### config.mk
export PLATFORM = sky130hd
export DESIGN_NAME = irq_vec_seq
export DESIGN_NICKNAME = d
export VERILOG_FILES = /design/src/rtl/irq_vec_pkg.sv /design/src/rtl/irq_sync.sv /design/src/rtl/irq_prio_enc.sv /design/src/rtl/irq_ack_fsm.sv /design/src/rtl/irq_vec_seq.sv
export SDC_FILE = /design/constraint.sdc
export NUM_CORES = 1
export LEC_CHECK = 0
export BUFFER_PORTS_ARGS = -buffer_cell sky130_fd_sc_hd__buf_2
export CELL_PAD_IN_SITES_DETAIL_PLACEMENT = 0
export CELL_PAD_IN_SITES_GLOBAL_PLACEMENT = 1
export CORE_ASPECT_RATIO = 1.5
export CORE_MARGIN = 4
export CORE_UTILIZATION = 41
export DETAILED_ROUTE_END_ITERATION = 12
export PLACE_DENSITY_LB_ADDON = 0.1
export SLEW_MARGIN = 20
export SYNTH_ARGS = -nofsm -noshare
export SYNTH_HDL_FRONTEND = slang
export SYNTH_SLANG_ARGS = --single-unit
### constraint.sdc
create_clock -name clk -period 2.1 [get_ports clk]
set_clock_uncertainty 0.1 [all_clocks]
set_input_delay 0.42 -clock clk [delete_from_list [all_inputs] [get_ports clk]]
set_output_delay 0.42 -clock clk [all_outputs]
set_load 0.01 [all_outputs]
### src/rtl/irq_vec_pkg.sv
package irq_vec_pkg;

    localparam int NLEV     = 8;
    localparam int LW       = $clog2(NLEV);
    localparam int BYTE_W   = 8;
    localparam int TOP_W    = BYTE_W - LW;
    localparam int SYNC_W   = NLEV + 1;
    localparam logic [BYTE_W-1:0] CALL_OPCODE = 8'hCD;
    localparam logic [LW-1:0]     FALLBACK_LVL = LW'(NLEV - 1);

    typedef enum logic [1:0] {
        ST_OPC = 2'd0,
        ST_LO  = 2'd1,
        ST_HI  = 2'd2
    } ack_step_e;

    typedef struct packed {
        logic          hit;
        logic [LW-1:0] idx;
    } prio_t;

    function automatic logic [NLEV-1:0] lvl_mask(input logic [LW-1:0] lvl);
        logic [NLEV-1:0] m;
        m = '0;
        m[lvl] = 1'b1;
        return m;
    endfunction

endpackage

### src/rtl/irq_sync.sv
module irq_sync #(
    parameter int W = 1
) (
    input  logic         clk,
    input  logic         rst,
    input  logic [W-1:0] d,
    output logic [W-1:0] q
);
    logic [W-1:0] meta;

    always_ff @(posedge clk) begin
        if (rst) begin
            meta <= '0;
            q    <= '0;
        end else begin
            meta <= d;
            q    <= meta;
        end
    end
endmodule

### src/rtl/irq_prio_enc.sv
module irq_prio_enc
    import irq_vec_pkg::*;
(
    input  logic [NLEV-1:0] vec,
    output prio_t           res
);
    always_comb begin
        res = '0;
        for (int i = NLEV - 1; i >= 0; i--) begin
            if (vec[i]) begin
                res.hit = 1'b1;
                res.idx = LW'(i);
            end
        end
    end
endmodule

### src/rtl/irq_ack_fsm.sv
module irq_ack_fsm
    import irq_vec_pkg::*;
(
    input  logic              clk,
    input  logic              rst,
    input  logic              ack_lvl,
    input  logic              cpu16_mode,
    input  logic              interval8,
    input  logic [TOP_W-1:0]  vec_top,
    input  logic [BYTE_W-1:0] vec_hi,
    input  prio_t             pend,
    output ack_step_e         step,
    output logic              ack_fall,
    output logic              first_fire,
    output logic              last_fire,
    output logic [LW-1:0]     cur_lvl,
    output logic              cur_real,
    output logic [BYTE_W-1:0] data_out,
    output logic              data_oe
);
    logic              ack_d;
    logic [BYTE_W-1:0] byte_sel;
    logic              drive;

    always_ff @(posedge clk) begin
        if (rst) ack_d <= 1'b0;
        else     ack_d <= ack_lvl;
    end

    assign ack_fall   = ack_d & ~ack_lvl;
    assign first_fire = ack_fall && (step == ST_OPC);
    assign last_fire  = ack_fall &&
                        ((cpu16_mode && step == ST_LO) || (!cpu16_mode && step == ST_HI));

    always_ff @(posedge clk) begin
        if (rst) begin
            step     <= ST_OPC;
            cur_lvl  <= '0;
            cur_real <= 1'b0;
        end else if (ack_fall) begin
            case (step)
                ST_OPC: begin
                    step     <= ST_LO;
                    cur_lvl  <= pend.hit ? pend.idx : FALLBACK_LVL;
                    cur_real <= pend.hit;
                end
                ST_LO:   step <= cpu16_mode ? ST_OPC : ST_HI;
                default: step <= ST_OPC;
            endcase
        end
    end

    always_comb begin
        byte_sel = '0;
        drive    = 1'b0;
        case (step)
            ST_OPC: begin
                byte_sel = CALL_OPCODE;
                drive    = !cpu16_mode;
            end
            ST_LO: begin
                drive = 1'b1;
                if (cpu16_mode)     byte_sel = {vec_top, cur_lvl};
                else if (interval8) byte_sel = {vec_top[TOP_W-1:TOP_W-2], cur_lvl, 3'b000};
                else                byte_sel = {vec_top[TOP_W-1:TOP_W-3], cur_lvl, 2'b00};
            end
            ST_HI: begin
                drive    = 1'b1;
                byte_sel = vec_hi;
            end
            default: begin
                drive    = 1'b0;
                byte_sel = '0;
            end
        endcase
    end

    assign data_oe  = ack_lvl & drive;
    assign data_out = data_oe ? byte_sel : '0;
endmodule

### src/rtl/irq_vec_seq.sv
module irq_vec_seq
    import irq_vec_pkg::*;
(
    input  logic        clk,
    input  logic        rst,
    input  logic [7:0]  irq_in,
    input  logic        ack_in,
    input  logic        eoi_stb,
    input  logic        cpu16_mode,
    input  logic        auto_eoi,
    input  logic        interval8,
    input  logic [4:0]  vec_top,
    input  logic [7:0]  vec_hi,
    output logic        int_out,
    output logic [7:0]  data_out,
    output logic        data_oe
);
    logic [SYNC_W-1:0] sync_q;
    logic [NLEV-1:0]   irq_s;
    logic              ack_lvl;
    logic [NLEV-1:0]   irr;
    logic [NLEV-1:0]   isr;
    prio_t             irr_p;
    prio_t             isr_p;
    ack_step_e         step;
    logic              ack_fall;
    logic              first_fire;
    logic              last_fire;
    logic [LW-1:0]     cur_lvl;
    logic              cur_real;
    logic [NLEV-1:0]   take_mask;
    logic [NLEV-1:0]   eoi_mask;
    logic [NLEV-1:0]   aeoi_mask;
    logic              qualify;

    irq_sync #(.W(SYNC_W)) u_sync (
        .clk (clk),
        .rst (rst),
        .d   ({ack_in, irq_in}),
        .q   (sync_q)
    );

    assign irq_s   = sync_q[NLEV-1:0];
    assign ack_lvl = sync_q[NLEV];

    irq_prio_enc u_irr_enc (.vec(irr), .res(irr_p));
    irq_prio_enc u_isr_enc (.vec(isr), .res(isr_p));

    irq_ack_fsm u_fsm (
        .clk        (clk),
        .rst        (rst),
        .ack_lvl    (ack_lvl),
        .cpu16_mode (cpu16_mode),
        .interval8  (interval8),
        .vec_top    (vec_top),
        .vec_hi     (vec_hi),
        .pend       (irr_p),
        .step       (step),
        .ack_fall   (ack_fall),
        .first_fire (first_fire),
        .last_fire  (last_fire),
        .cur_lvl    (cur_lvl),
        .cur_real   (cur_real),
        .data_out   (data_out),
        .data_oe    (data_oe)
    );

    assign take_mask = (first_fire && irr_p.hit) ? lvl_mask(irr_p.idx) : '0;
    assign eoi_mask  = (eoi_stb && isr_p.hit) ? lvl_mask(isr_p.idx) : '0;
    assign aeoi_mask = (last_fire && auto_eoi && cur_real) ? lvl_mask(cur_lvl) : '0;
    assign qualify   = irr_p.hit && (!isr_p.hit || (irr_p.idx < isr_p.idx));

    always_ff @(posedge clk) begin
        if (rst) begin
            irr     <= '0;
            isr     <= '0;
            int_out <= 1'b0;
        end else begin
            irr <= (irr | irq_s) & ~take_mask;
            isr <= (isr & ~eoi_mask & ~aeoi_mask) | take_mask;
            if (last_fire)           int_out <= 1'b0;
            else if (step == ST_OPC) int_out <= qualify;
        end
    end
endmodule

==> metrics.csv, run 1 <==
stage;metric;value;unit
grt;initial antenna violation count;0;
yosys;Synth top area share;42.24;%
critical_path;Req. time, crit path;1.58;ns
die;initial cell density of the core;43.12;%
timing;Max Clock Freq;461.0;MHz
detailed_routing;antenna-violating nets left;0;
pwr;worst vdd ir;498.6;uV
timing;fin crit share;103.3;%
yosys;main combinational cell family by area after synthesis;simple AND/OR/NAND/NOR gates;
yosys;Avg Synthesized Cell Area;8.887;sq um
critical_path;CP max stage cell;dfxtp_2;
die;Core ar.;4617;sq um
critical_path;Data arrival, critical path;1.65;ns
clock_tree;Clock Sinks;42;
job;maxcap violations;0;
clock_tree;worst-case clock buffer depth;2;
pwr;Clk pwr share;32.4;%
yosys;Post-Syn Nets;258;
yosys;register area share after synthesis;42.24;%
timing;Slew Limit Fails;0;
yosys;Simple-Gate Fraction of Synth Area;27.78;%
outcome;failing checks;setup timing;
pwr;power per standard cell area;631.4;nW/um^2
critical_path;CP max stage delay;0.33;ns
pwr;switching pwr;0.4083;mW
cells_and_area;layout cell share with drive strength beyond 1;34.57;%
die;chip width;64.90;microns
cells_and_area;Post-layout nets;303;
critical_path;crit path cell chain;buf_4, ha_2, and2_4, a222oi_1, nor2_1, buf_2;
pwr;Flop pwr share;54.1;%
detailed_routing;post-DR wirelength/cell;13.98;microns
placed_design;placed insts;325;
pwr;switching share of power;26.07;%
yosys;Cells after Synth;224;
clock_tree;clock latency on the worst-skew pair;0.29;ns
critical_path;Buf+Inv Stages, Crit Path;2;
timing;Final Hold Fails;0;
yosys;post-synthesis mux area share;2.137;%
critical_path;Critical Path Source Type;flip-flop;
clock_tree;Hold Buf Count CTS;0;
placed_design;Port Buffer Count;37;
yosys;Async SR Flop Fraction;0;%
clock_tree;CTS tree;done;
clock_tree;CTS Buf Count;5;
yosys;Synth area leaders;dfxtp_1, nor2b_1, nor2_1, ha_1, a21oi_1;
pwr;cell-internal power;1.158;mW
detailed_routing;Pre-Repair DR Iteration Count;4;
die;row cnt;30;
timing;Slew @ Worst Pin;0.5894;ns
critical_path;critical path endpoint category;output pin;
worst_hold_path;HP Class;in -> reg;
die;num ports;38;
yosys;number of synthesized flops with an enable pin;0;
placed_design;GP Congestion;0.7935;
detailed_routing;WL final;4655;microns
timing;Max transition margin;60.70;%
yosys;Post-Synth XOR/XNOR Area;0;%
grt;largest net degree at the start of global routing;34;
cells_and_area;Layout Area Growth over Synthesis;24.58;%
yosys;post-synth cell types;53;
timing;Setup-failing EPs final;8;
cells_and_area;Ant. Diodes;0;
die;overall die height;93.34;microns
timing;RSZ-0062 raised after global routing;yes;
timing;setup total negative slack;-0.3324;ns
clock_tree;clock slew at reported path FFs;0.08;ns
detailed_routing;DR vias;1739;
clock_tree;H-tree depth;2;
detailed_routing;DRC Markers;0;
cells_and_area;post-layout util;53.71;%
clock_tree;CTS root buf;clkbuf_8;
pwr;Pwr Total;1.566;mW
yosys;ys flop type;dfxtp_1;
yosys;Compound-Gate Fraction of Synth Area;20.05;%
timing;fin crit period;2.169;ns
outcome;status;finished, violations left;
critical_path;WS Path Type;reg -> out;
cells_and_area;Fill cells;468;
detailed_routing;Via-to-Cell Ratio;5.222;
detailed_routing;initial DRC count;61;
die;die area;6057;sq um
placed_design;Detailed Place HPWL;3424;microns
yosys;Synth Warn #;0;
grt;vias in the first global route;1714;
cells_and_area;non-filler cells, final;333;
yosys;Synth area leader;dfxtp_1;
grt;first-pass GRT wire length;8024;microns
critical_path;delay-heaviest family, CP;flip-flops;
yosys;Post-Synth Adder-Cell Area;3.771;%
grt;Congestion Overflow GR;0;
pwr;Pleak;0.9972;nW
critical_path;CP Max Fanout;6;
yosys;Seq cells post-synth;42;
grt;Total GRT Usage;17.03;%
yosys;Mapped Area;1991;sq um
pwr;logic gate share of total power;13.5;%
timing;Final WS setup;-0.06900;ns
area by class of cell:
cell class	count	area [sq um]	area share, %
clock inverter	2	15.01	0.6054
multi-input combinational	164	1165	46.97
clock buffer	5	68.82	2.775
tap	64	80.08	3.229
sequential	42	843.3	34.01
timing repair buffer	49	281.5	11.35
inverter	7	26.28	1.060
cell usage after synthesis (5+ instances only):
| cell | number |
|---|---|
| a21oi_1 | 13 |
| clkbuf_1 | 9 |
| nor2_1 | 34 |
| nand2_1 | 7 |
| nand3b_1 | 5 |
| nand3_1 | 5 |
| ha_1 | 6 |
| nor2b_1 | 25 |
| dfxtp_1 | 42 |
| inv_1 | 7 |
| a211oi_1 | 6 |
| a221oi_1 | 5 |
metal layers:
metal	vias to the layer above	share of wire [%]	global-route usage, %
met5	-	0	0
met4	0	0.86	6.349
met3	4	4.1	3.486
met2	34	51	28.95
met1	809	44	20.85
li1	892	-	-
path summary, 6_finish.rpt:
| kind | start | endpoint | slack, ns | cells past startpoint |
|---|---|---|---|---|
| worst max-delay path | u_fsm.step[0] | data_out[4] | -0.07 | 6 |
| worst min-delay path | irq_in[6] | u_sync.meta[6] | 0.23 | 2 |
| worst max register to register | u_fsm.step[1] | isr[4] | 0.19 | 7 |
| worst min register to register | u_sync.meta[8] | u_sync.q[8] | 0.34 | 1 |
power groups by stage:
stage	registers (mW)	clock network, mW	logic, mW
after global routing	0.853	0.567	0.239
final	0.848	0.507	0.211
after CTS	0.848	0.527	0.211
after floorplan	0.862	0	0.129
after global placement	0.866	0	0.201
after detailed placement	0.866	0	0.202
sequential cells by signal, summed over array words and instances (netlist names):
register,flops
int_out,1
irr,8
isr,8
u_fsm.ack_d,1
u_fsm.cur_lvl,3
u_fsm.cur_real,1
u_fsm.step,2
u_sync.meta,9
u_sync.q,9
timing repair:
action | 4_1_cts | 5_1_grt
setup endpoints to repair | 9 | 11
cloned | 1 | 0
setup buffers | 0 | 1
pin swaps | 8 | 5
resized for setup | 17 | 9
through the flow:
step	worst slack, ns	hold slack, ns	area (sq um)
2_1_floorplan	0.1291	0.3138	1991
6_report	-0.06900	0.2348	2480
3_5_place_dp	0.09237	0.3204	2292
4_1_cts	-0.07943	0.2223	2431
3_3_place_gp	0.1034	0.3156	2292
5_1_grt	-0.1275	0.2295	2480
worst reg2reg max path, delay by kind of cell (launching register included):
family | cells | cell delay (ns)
mux | 1 | 0.13
simple gates | 3 | 0.70
flops | 1 | 0.34
fa+ha+maj | 1 | 0.30
buf+inv | 1 | 0.11
compound gates | 1 | 0.11
layout by cell type, fill, tap and decap left out, types with 3 or more instances in the layout:
| cell | Yosys | layout |
|---|---|---|
| a211oi_1 | 6 | 6 |
| a21oi_1 | 13 | 10 |
| a21oi_2 | 0 | 3 |
| a221oi_2 | 0 | 3 |
| buf_2 | 1 | 36 |
| buf_4 | 2 | 12 |
| clkbuf_8 | 0 | 5 |
| dfxtp_1 | 42 | 40 |
| ha_2 | 0 | 3 |
| inv_1 | 7 | 4 |
| inv_2 | 0 | 3 |
| nand2_1 | 7 | 7 |
| nand2b_1 | 3 | 3 |
| nand3_1 | 5 | 5 |
| nand3b_1 | 5 | 5 |
| nor2_1 | 34 | 31 |
| nor2_2 | 2 | 5 |
| nor2b_1 | 25 | 24 |
| nor3_1 | 3 | 3 |
| o21ai_1 | 4 | 4 |
| o22ai_1 | 3 | 3 |
cell families after synthesis:
logic type | Yosys count
DFF | 42
muxes | 4
adders and majority gates | 6
AOI/OAI and AO/OA | 54
and+or+nand+nor | 99
buffers and inverters | 19
Note: power is estimated with default switching activity, not from simulation.
==> run 2: changes to the inputs <==
--- a/config.mk
+++ b/config.mk
@@ -10,7 +10,7 @@
 export CELL_PAD_IN_SITES_GLOBAL_PLACEMENT = 1
 export CORE_ASPECT_RATIO = 1.5
 export CORE_MARGIN = 4
-export CORE_UTILIZATION = 41
+export CORE_UTILIZATION = 44
 export DETAILED_ROUTE_END_ITERATION = 12
 export PLACE_DENSITY_LB_ADDON = 0.1
 export SLEW_MARGIN = 20
==> constraint.sdc (replaced) <==
create_clock -name clk -period 2.5 [get_ports clk]
set_clock_uncertainty 0.1 [all_clocks]
set_input_delay 0.5 -clock clk [delete_from_list [all_inputs] [get_ports clk]]
set_output_delay 0.5 -clock clk [all_outputs]
set_load 0.01 [all_outputs]
==> run 2 against run 1 <==
  * The flow now finishes without violations
  * Final area down 6.7%
  * Critical path depth unchanged
  * Wire length down 7.2%
  * Hold slack better by 0.070 ns
  * Sequential share of layout area up 2.3 points
  * First-iteration DRC count down 30%
  * Register-to-register slack better by 0.31 ns
  * Combinational power down 25%
  * Setup slack better by 0.21 ns
  * Largest cell class unchanged
  * Highest routed layer unchanged
==> metrics.csv, run 2 (synthesized netlist as in run 1, its figures left out) <==
stage;metric;value;unit;change
outcome;status;finished, final reports clean;;
clock_tree;CTS Buf Count;5;;unchanged
grt;initial antenna violation count;0;;unchanged
cells_and_area;post-layout util;53.61;%;-0.11 points
critical_path;critical path endpoint category;output pin;;
grt;vias in the first global route;1628;;-5.0%
critical_path;crit-path most repeated cell;a21oi_1;;
critical_path;CP max stage cell;or3b_4;;
cells_and_area;Final Cell Area;2315;sq um;-6.7%
die;chip width;62.92;microns;-3.0%
die;Core ar.;4318;sq um;-6.5%
grt;largest net degree at the start of global routing;38;;+12%
grt;Congestion Overflow GR;0;;unchanged
detailed_routing;Pre-Repair DR Iteration Count;4;;unchanged
timing;Slew Limit Fails;0;;unchanged
clock_tree;Post-CTS Resized;0;;-17
timing;Final WS setup;0.1422;ns;+0.2112 ns
clock_tree;Post CTS Setup Buffer Count;0;;unchanged
clock_tree;worst-case clock buffer depth;2;;unchanged
die;num ports;38;;unchanged
detailed_routing;DRC Markers;0;;unchanged
critical_path;Data arrival, critical path;1.76;ns;+0.11 ns
cells_and_area;Layout Area Growth over Synthesis;16.28;%;
timing;fin crit share;94.31;%;
cells_and_area;most frequent cells in the layout;dfxtp_1, buf_2, nor2_1;;
timing;setup total negative slack;0;ns;+0.3324 ns
placed_design;placed inst area;2202;sq um;-3.9%
pwr;power per standard cell area;605.2;nW/um^2;-4.2%
timing;fin crit period;2.358;ns;
grt;M1 GR Usage;19.42;%;-1.4 points
pwr;worst vdd ir;474.2;uV;-4.9%
cells_and_area;Post-layout nets;293;;-3.3%
critical_path;WS Path Type;reg -> out;;
job;maxcap violations;0;;unchanged
critical_path;Req. time, crit path;1.90;ns;+0.32 ns
cells_and_area;layout cell share with drive strength beyond 1;23.46;%;-11 points
clock_tree;Clock Sinks;42;;unchanged
worst_hold_path;HP Class;in -> reg;;
detailed_routing;WL final;4321;microns;-7.2%
grt;met3 usage;3.611;%;+0.13 points
critical_path;CP max stage delay;0.43;ns;+0.10 ns
detailed_routing;initial DRC count;43;;-30%
die;die area;5687;sq um;-6.1%
clock_tree;CTS tree;done;;
cells_and_area;Regs by FF count;u_sync.meta: 9 flops, u_sync.q: 9 flops;;
critical_path;Critical Path Source Type;flip-flop;;
pwr;Pleak;0.9485;nW;-4.9%
die;overall die height;90.38;microns;-3.2%
placed_design;Detailed Place HPWL;3208;microns;-6.3%
die;row cnt;29;;-3.3%
cells_and_area;most common cell after layout, fill and taps aside;dfxtp_1;;
detailed_routing;DR vias;1662;;-4.4%
grt;met2 usage;29.43;%;+0.48 points
critical_path;CP Max Fanout;9;;+3
critical_path;crit path cell chain;inv_1, ha_1, a21oi_1, or3b_4, a21oi_1, buf_2;;
critical_path;flop2flop setup slack;0.50;ns;+0.31 ns
clock_tree;H-tree depth;2;;unchanged
timing;Final Hold Fails;0;;unchanged
timing;Max Clock Freq;424.1;MHz;
placed_design;Port Buffer Count;37;;unchanged
timing;RSZ-0062 raised after global routing;no;;
detailed_routing;Via-to-Cell Ratio;5.431;;+4.0%
clock_tree;clock latency on the worst-skew pair;0.30;ns;about the same
placed_design;setup slack at placement;0.3315;ns;+0.2391 ns
grt;Total GRT Usage;16.77;%;-0.26 points
timing;Setup-failing EPs final;0;;-8
grt;busiest grt layer;met2;;
timing;Max transition margin;56.79;%;-3.9 points
cells_and_area;Ant. Diodes;0;;unchanged
die;initial cell density of the core;46.10;%;+3.0 points
critical_path;Buf+Inv Stages, Crit Path;2;;unchanged
clock_tree;clock slew at reported path FFs;0.08;ns;about the same
critical_path;delay-heaviest family, CP;simple AND/OR/NAND/NOR gates;;
detailed_routing;antenna-violating nets left;0;;unchanged
timing;Slew @ Worst Pin;0.6481;ns;+0.05868 ns
clock_tree;Hold Buf Count CTS;0;;unchanged
detailed_routing;post-DR wirelength/cell;14.12;microns;+1.0%
clock_tree;CTS root buf;clkbuf_8;;
placed_design;GP Congestion;0.8220;;+3.6%
grt;first-pass GRT wire length;7700;microns;-4.0%
run 2: changes by cell type in the layout (fill, tap and decap cells not counted), moves of 2 or more:
cell,previous run,this run
a21oi_2,3,0
ha_1,2,6
nor2_2,5,2
a221oi_1,2,5
buf_4,12,3
dfxtp_1,40,42
a221oi_2,3,0
a21oi_1,10,13
dfxtp_2,2,0
inv_2,3,0
ha_2,3,0
inv_1,4,7
nor2_1,31,34
run 2: area by class of cell:
| class | instances | area (sq um) |
|---|---|---|
| multi-input combinational | 163 | 1072 |
| clock inverter | 2 | 37.54 |
| clock buffer | 6 | 72.57 |
| fill | 426 | 2003 |
| inverter | 7 | 26.28 |
| sequential | 42 | 840.8 |
| timing repair buffer | 40 | 207.7 |
| tap | 46 | 57.56 |
run 2: per-layer routing:
layer	routed length (microns)	part of all wire, %	vias up
met4	77	1.8	0
met2	2130	49	31
met1	1940	45	755
met5	0	0	-
li1	-	-	871
met3	173	4.0	5
run 2: final timing paths:
check            startpoint        endpoint  cells after the start
max           u_fsm.step[0]     data_out[2]                      6
max reg2reg   u_fsm.step[0]          isr[4]                      7
min reg2reg  u_sync.meta[1]     u_sync.q[1]                      1
min               irq_in[5]  u_sync.meta[5]                      2
run 2: power breakdown:
part | internal, mW | total, mW | switching (mW)
combinational | 0.0766 | 0.158 | 0.0810
sequential | 0.695 | 0.715 | 0.0201
clock | 0.298 | 0.528 | 0.230
total | 1.07 | 1.40 | 0.331
run 2: through the flow:
step / hold WS, ns / instances / total power [mW]
3_5_place_dp: 0.3220 / 298 / 0.8888
3_3_place_gp: 0.3169 / 298 / 0.8879
5_1_grt: 0.3204 / 306 / 1.469
4_1_cts: 0.2967 / 306 / 1.420
6_report: 0.3045 / 306 / 1.401
2_1_floorplan: 0.3138 / 224 / 0.8321
==> run 3: changes to the inputs <==
--- a/config.mk
+++ b/config.mk
@@ -5,12 +5,13 @@
 export SDC_FILE = /design/constraint.sdc
 export NUM_CORES = 1
 export LEC_CHECK = 0
+export ABC_AREA = 1
 export BUFFER_PORTS_ARGS = -buffer_cell sky130_fd_sc_hd__buf_2
 export CELL_PAD_IN_SITES_DETAIL_PLACEMENT = 0
 export CELL_PAD_IN_SITES_GLOBAL_PLACEMENT = 1
 export CORE_ASPECT_RATIO = 1.5
 export CORE_MARGIN = 4
-export CORE_UTILIZATION = 44
+export CORE_UTILIZATION = 41
 export DETAILED_ROUTE_END_ITERATION = 12
 export PLACE_DENSITY_LB_ADDON = 0.1
 export SLEW_MARGIN = 20
==> run 3 against run 2 <==
  * Hold slack worse by 0.0029 ns
  * Wire length up 1.9%
  * Global-route usage down 1.0 points
  * Largest cell class unchanged
  * Highest routed layer unchanged
==> metrics.csv, run 3 <==
stage;metric;value;unit;change
outcome;status;finished, final reports clean;;
yosys;commonest cells in the netlist;inv_1, nand2_1, dfxtp_1;;
cells_and_area;Fill cells;478;;+12%
yosys;Synth area leaders;dfxtp_1, inv_1, nand2_1, nor2_1, a21oi_1;;
clock_tree;H-tree depth;2;;unchanged
critical_path;Req. time, crit path;1.90;ns;about the same
die;die area;6095;sq um;+7.2%
clock_tree;Hold Buf Count CTS;0;;unchanged
yosys;register area share after synthesis;41.95;%;-0.29 points
job;maxcap violations;0;;unchanged
detailed_routing;initial DRC count;83;;+93%
detailed_routing;DRC Markers;0;;unchanged
detailed_routing;WL final;4404;microns;+1.9%
timing;Final Hold Fails;0;;unchanged
grt;Congestion Overflow GR;0;;unchanged
yosys;Async SR Flop Fraction;0;%;unchanged
timing;RSZ-0062 raised after global routing;no;;
cells_and_area;Regs by FF count;u_sync.meta: 9 flops, u_sync.q: 9 flops;;
placed_design;Detailed Place HPWL;3541;microns;+10%
die;initial cell density of the core;43.41;%;-2.7 points
grt;initial antenna violation count;0;;unchanged
placed_design;GP Congestion;0.8683;;+5.6%
pwr;Pleak;1.141;nW;+20%
clock_tree;Post-CTS Resized;0;;unchanged
detailed_routing;Via-to-Cell Ratio;4.671;;-14%
pwr;worst vdd ir;396.4;uV;-16%
timing;fin crit share;90.29;%;-4.0 points
die;Core ar.;4617;sq um;+6.9%
die;row cnt;30;;+3.4%
grt;vias in the first global route;1715;;+5.3%
timing;Setup-failing EPs final;0;;unchanged
yosys;Cells after Synth;288;;+29%
pwr;power per standard cell area;595.5;nW/um^2;-1.6%
grt;largest net degree at the start of global routing;33;;-13%
die;overall die height;93.64;microns;+3.6%
yosys;Synth Warn #;0;;unchanged
clock_tree;CTS Buf Count;5;;unchanged
clock_tree;worst-case clock buffer depth;2;;unchanged
yosys;ys flop type;dfxtp_1;;
grt;Total GRT Usage;15.74;%;-1.0 points
timing;Max transition margin;75.35;%;+19 points
detailed_routing;Pre-Repair DR Iteration Count;4;;unchanged
cells_and_area;most common cell after layout, fill and taps aside;inv_1;;
critical_path;Critical Path Source Type;flip-flop;;
clock_tree;clock latency on the worst-skew pair;0.29;ns;about the same
clock_tree;clock slew at reported path FFs;0.07;ns;about the same
yosys;post-synth cell types;26;;-51%
worst_hold_path;HP Class;reg -> reg;;
clock_tree;CTS root buf;clkbuf_8;;
placed_design;Port Buffer Count;37;;unchanged
timing;Max Clock Freq;443.0;MHz;+4.5%
cells_and_area;Post-layout nets;362;;+24%
timing;setup total negative slack;0;ns;unchanged
yosys;Synth top area share;41.95;%;-0.29 points
cells_and_area;sequential cell area;840.8;sq um;unchanged
cells_and_area;Layout Area Growth over Synthesis;18.60;%;
detailed_routing;DR vias;1831;;+10%
grt;first-pass GRT wire length;7562;microns;-1.8%
timing;Slew Limit Fails;0;;unchanged
critical_path;CP Max Fanout;4;;-5
die;num ports;38;;unchanged
yosys;Mapped Area;2004;sq um;+0.69%
yosys;number of synthesized flops with an enable pin;0;;unchanged
detailed_routing;post-DR wirelength/cell;11.23;microns;-20%
yosys;Post-Syn Nets;322;;+25%
critical_path;WS Path Type;reg -> out;;
critical_path;Data arrival, critical path;1.66;ns;-0.10 ns
clock_tree;Post CTS Setup Buffer Count;0;;unchanged
cells_and_area;Ant. Diodes;0;;unchanged
detailed_routing;antenna-violating nets left;0;;unchanged
yosys;most frequent cell after synthesis;inv_1;;
timing;fin crit period;2.257;ns;-0.1005 ns
yosys;Avg Synthesized Cell Area;6.960;sq um;-22%
yosys;Seq cells post-synth;42;;unchanged
cells_and_area;Multi-input gate area;914.6;sq um;-15%
cells_and_area;layout cell share with drive strength beyond 1;17.99;%;-5.5 points
die;chip width;65.09;microns;+3.4%
critical_path;critical path endpoint category;output pin;;
clock_tree;CTS tree;done;;
clock_tree;Clock Sinks;42;;unchanged
cells_and_area;most frequent cells in the layout;inv_1, nand2_1, dfxtp_1;;
timing;Slew @ Worst Pin;0.3669;ns;-0.2812 ns
yosys;Synth area leader;dfxtp_1;;
cells_and_area;post-layout util;51.49;%;-2.1 points
run 3: cell types whose count changed after synthesis, moves of 4 or more:
cell and delta:
nand2_1 +49, a31oi_1 +4, nand3b_1 -5, o211ai_1 +9
nor2_1 +4, nand3_1 +4, nor2b_1 -25, o21ai_0 +6
o21ai_1 -4, clkbuf_1 -5, inv_1 +52, a21oi_1 +11
a211oi_1 -5
run 3: final cells by class:
class                   count  area share, %
multi-input cells         178          38.47
flip-flops and latches     42          35.37
inverters                  63          9.947
repair buffers             38          8.105
clock buffers               6          3.474
well taps                  64          3.368
clock inverters             1          1.263
run 3: cells by family after synthesis:
kind of cell / count (synthesis) / synth area share, %
buffers and inverters: 68 / 12.80
AND/OR/NAND/NOR: 117 / 24.66
flip-flops: 42 / 41.95
adder cells (fa/ha/maj): 6 / 3.745
AO/OA/AOI/OAI: 55 / 16.85
run 3: final timing paths:
path / from / end / slack (ns) / cells past startpoint
worst max register to register: u_fsm.step[0] / isr[2] / 0.57 / 11
worst max-delay path: u_fsm.step[1] / data_out[4] / 0.24 / 7
worst min register to register: u_sync.meta[2] / u_sync.q[2] / 0.30 / 2
worst min-delay path: u_sync.meta[2] / u_sync.q[2] / 0.30 / 2
run 3: per-layer routing:
layer,GRT usage [%],vias to the layer above,share of wire (%)
met5,0,-,0
met4,4.671,0,1.3
met3,3.125,5,5.2
met2,28.52,44,50
met1,18.40,797,43
li1,-,985,-
run 3: worst max-delay path, cell delays in order (launching register included):
cell      delay (ns)
dfxtp_1         0.33
inv_1           0.10
ha_1            0.22
inv_1           0.07
nor2_1          0.22
o211ai_1        0.14
a31oi_1         0.14
buf_2           0.15
run 3: power breakdown:
group          internal (mW)  leakage (nW)  total (mW)  switching, mW
sequential             0.696         0.344       0.709         0.0130
combinational         0.0647         0.739       0.172          0.107
clock                  0.319        0.0573       0.535          0.215
total                   1.08          1.14        1.42          0.335
run 3: through the flow:
stage	instance area, sq um	setup WS (ns)	std cells	hold WS (ns)	total power [mW]
3_3_place_gp	2257	0.4075	385	0.2890	0.8965
2_1_floorplan	2004	0.3898	288	0.2883	0.8409
4_1_cts	2370	0.05414	392	0.2995	1.433
5_1_grt	2377	0.07294	392	0.3057	1.500
3_5_place_dp	2257	0.3739	385	0.2920	0.8981
6_report	2377	0.2427	392	0.3017	1.416
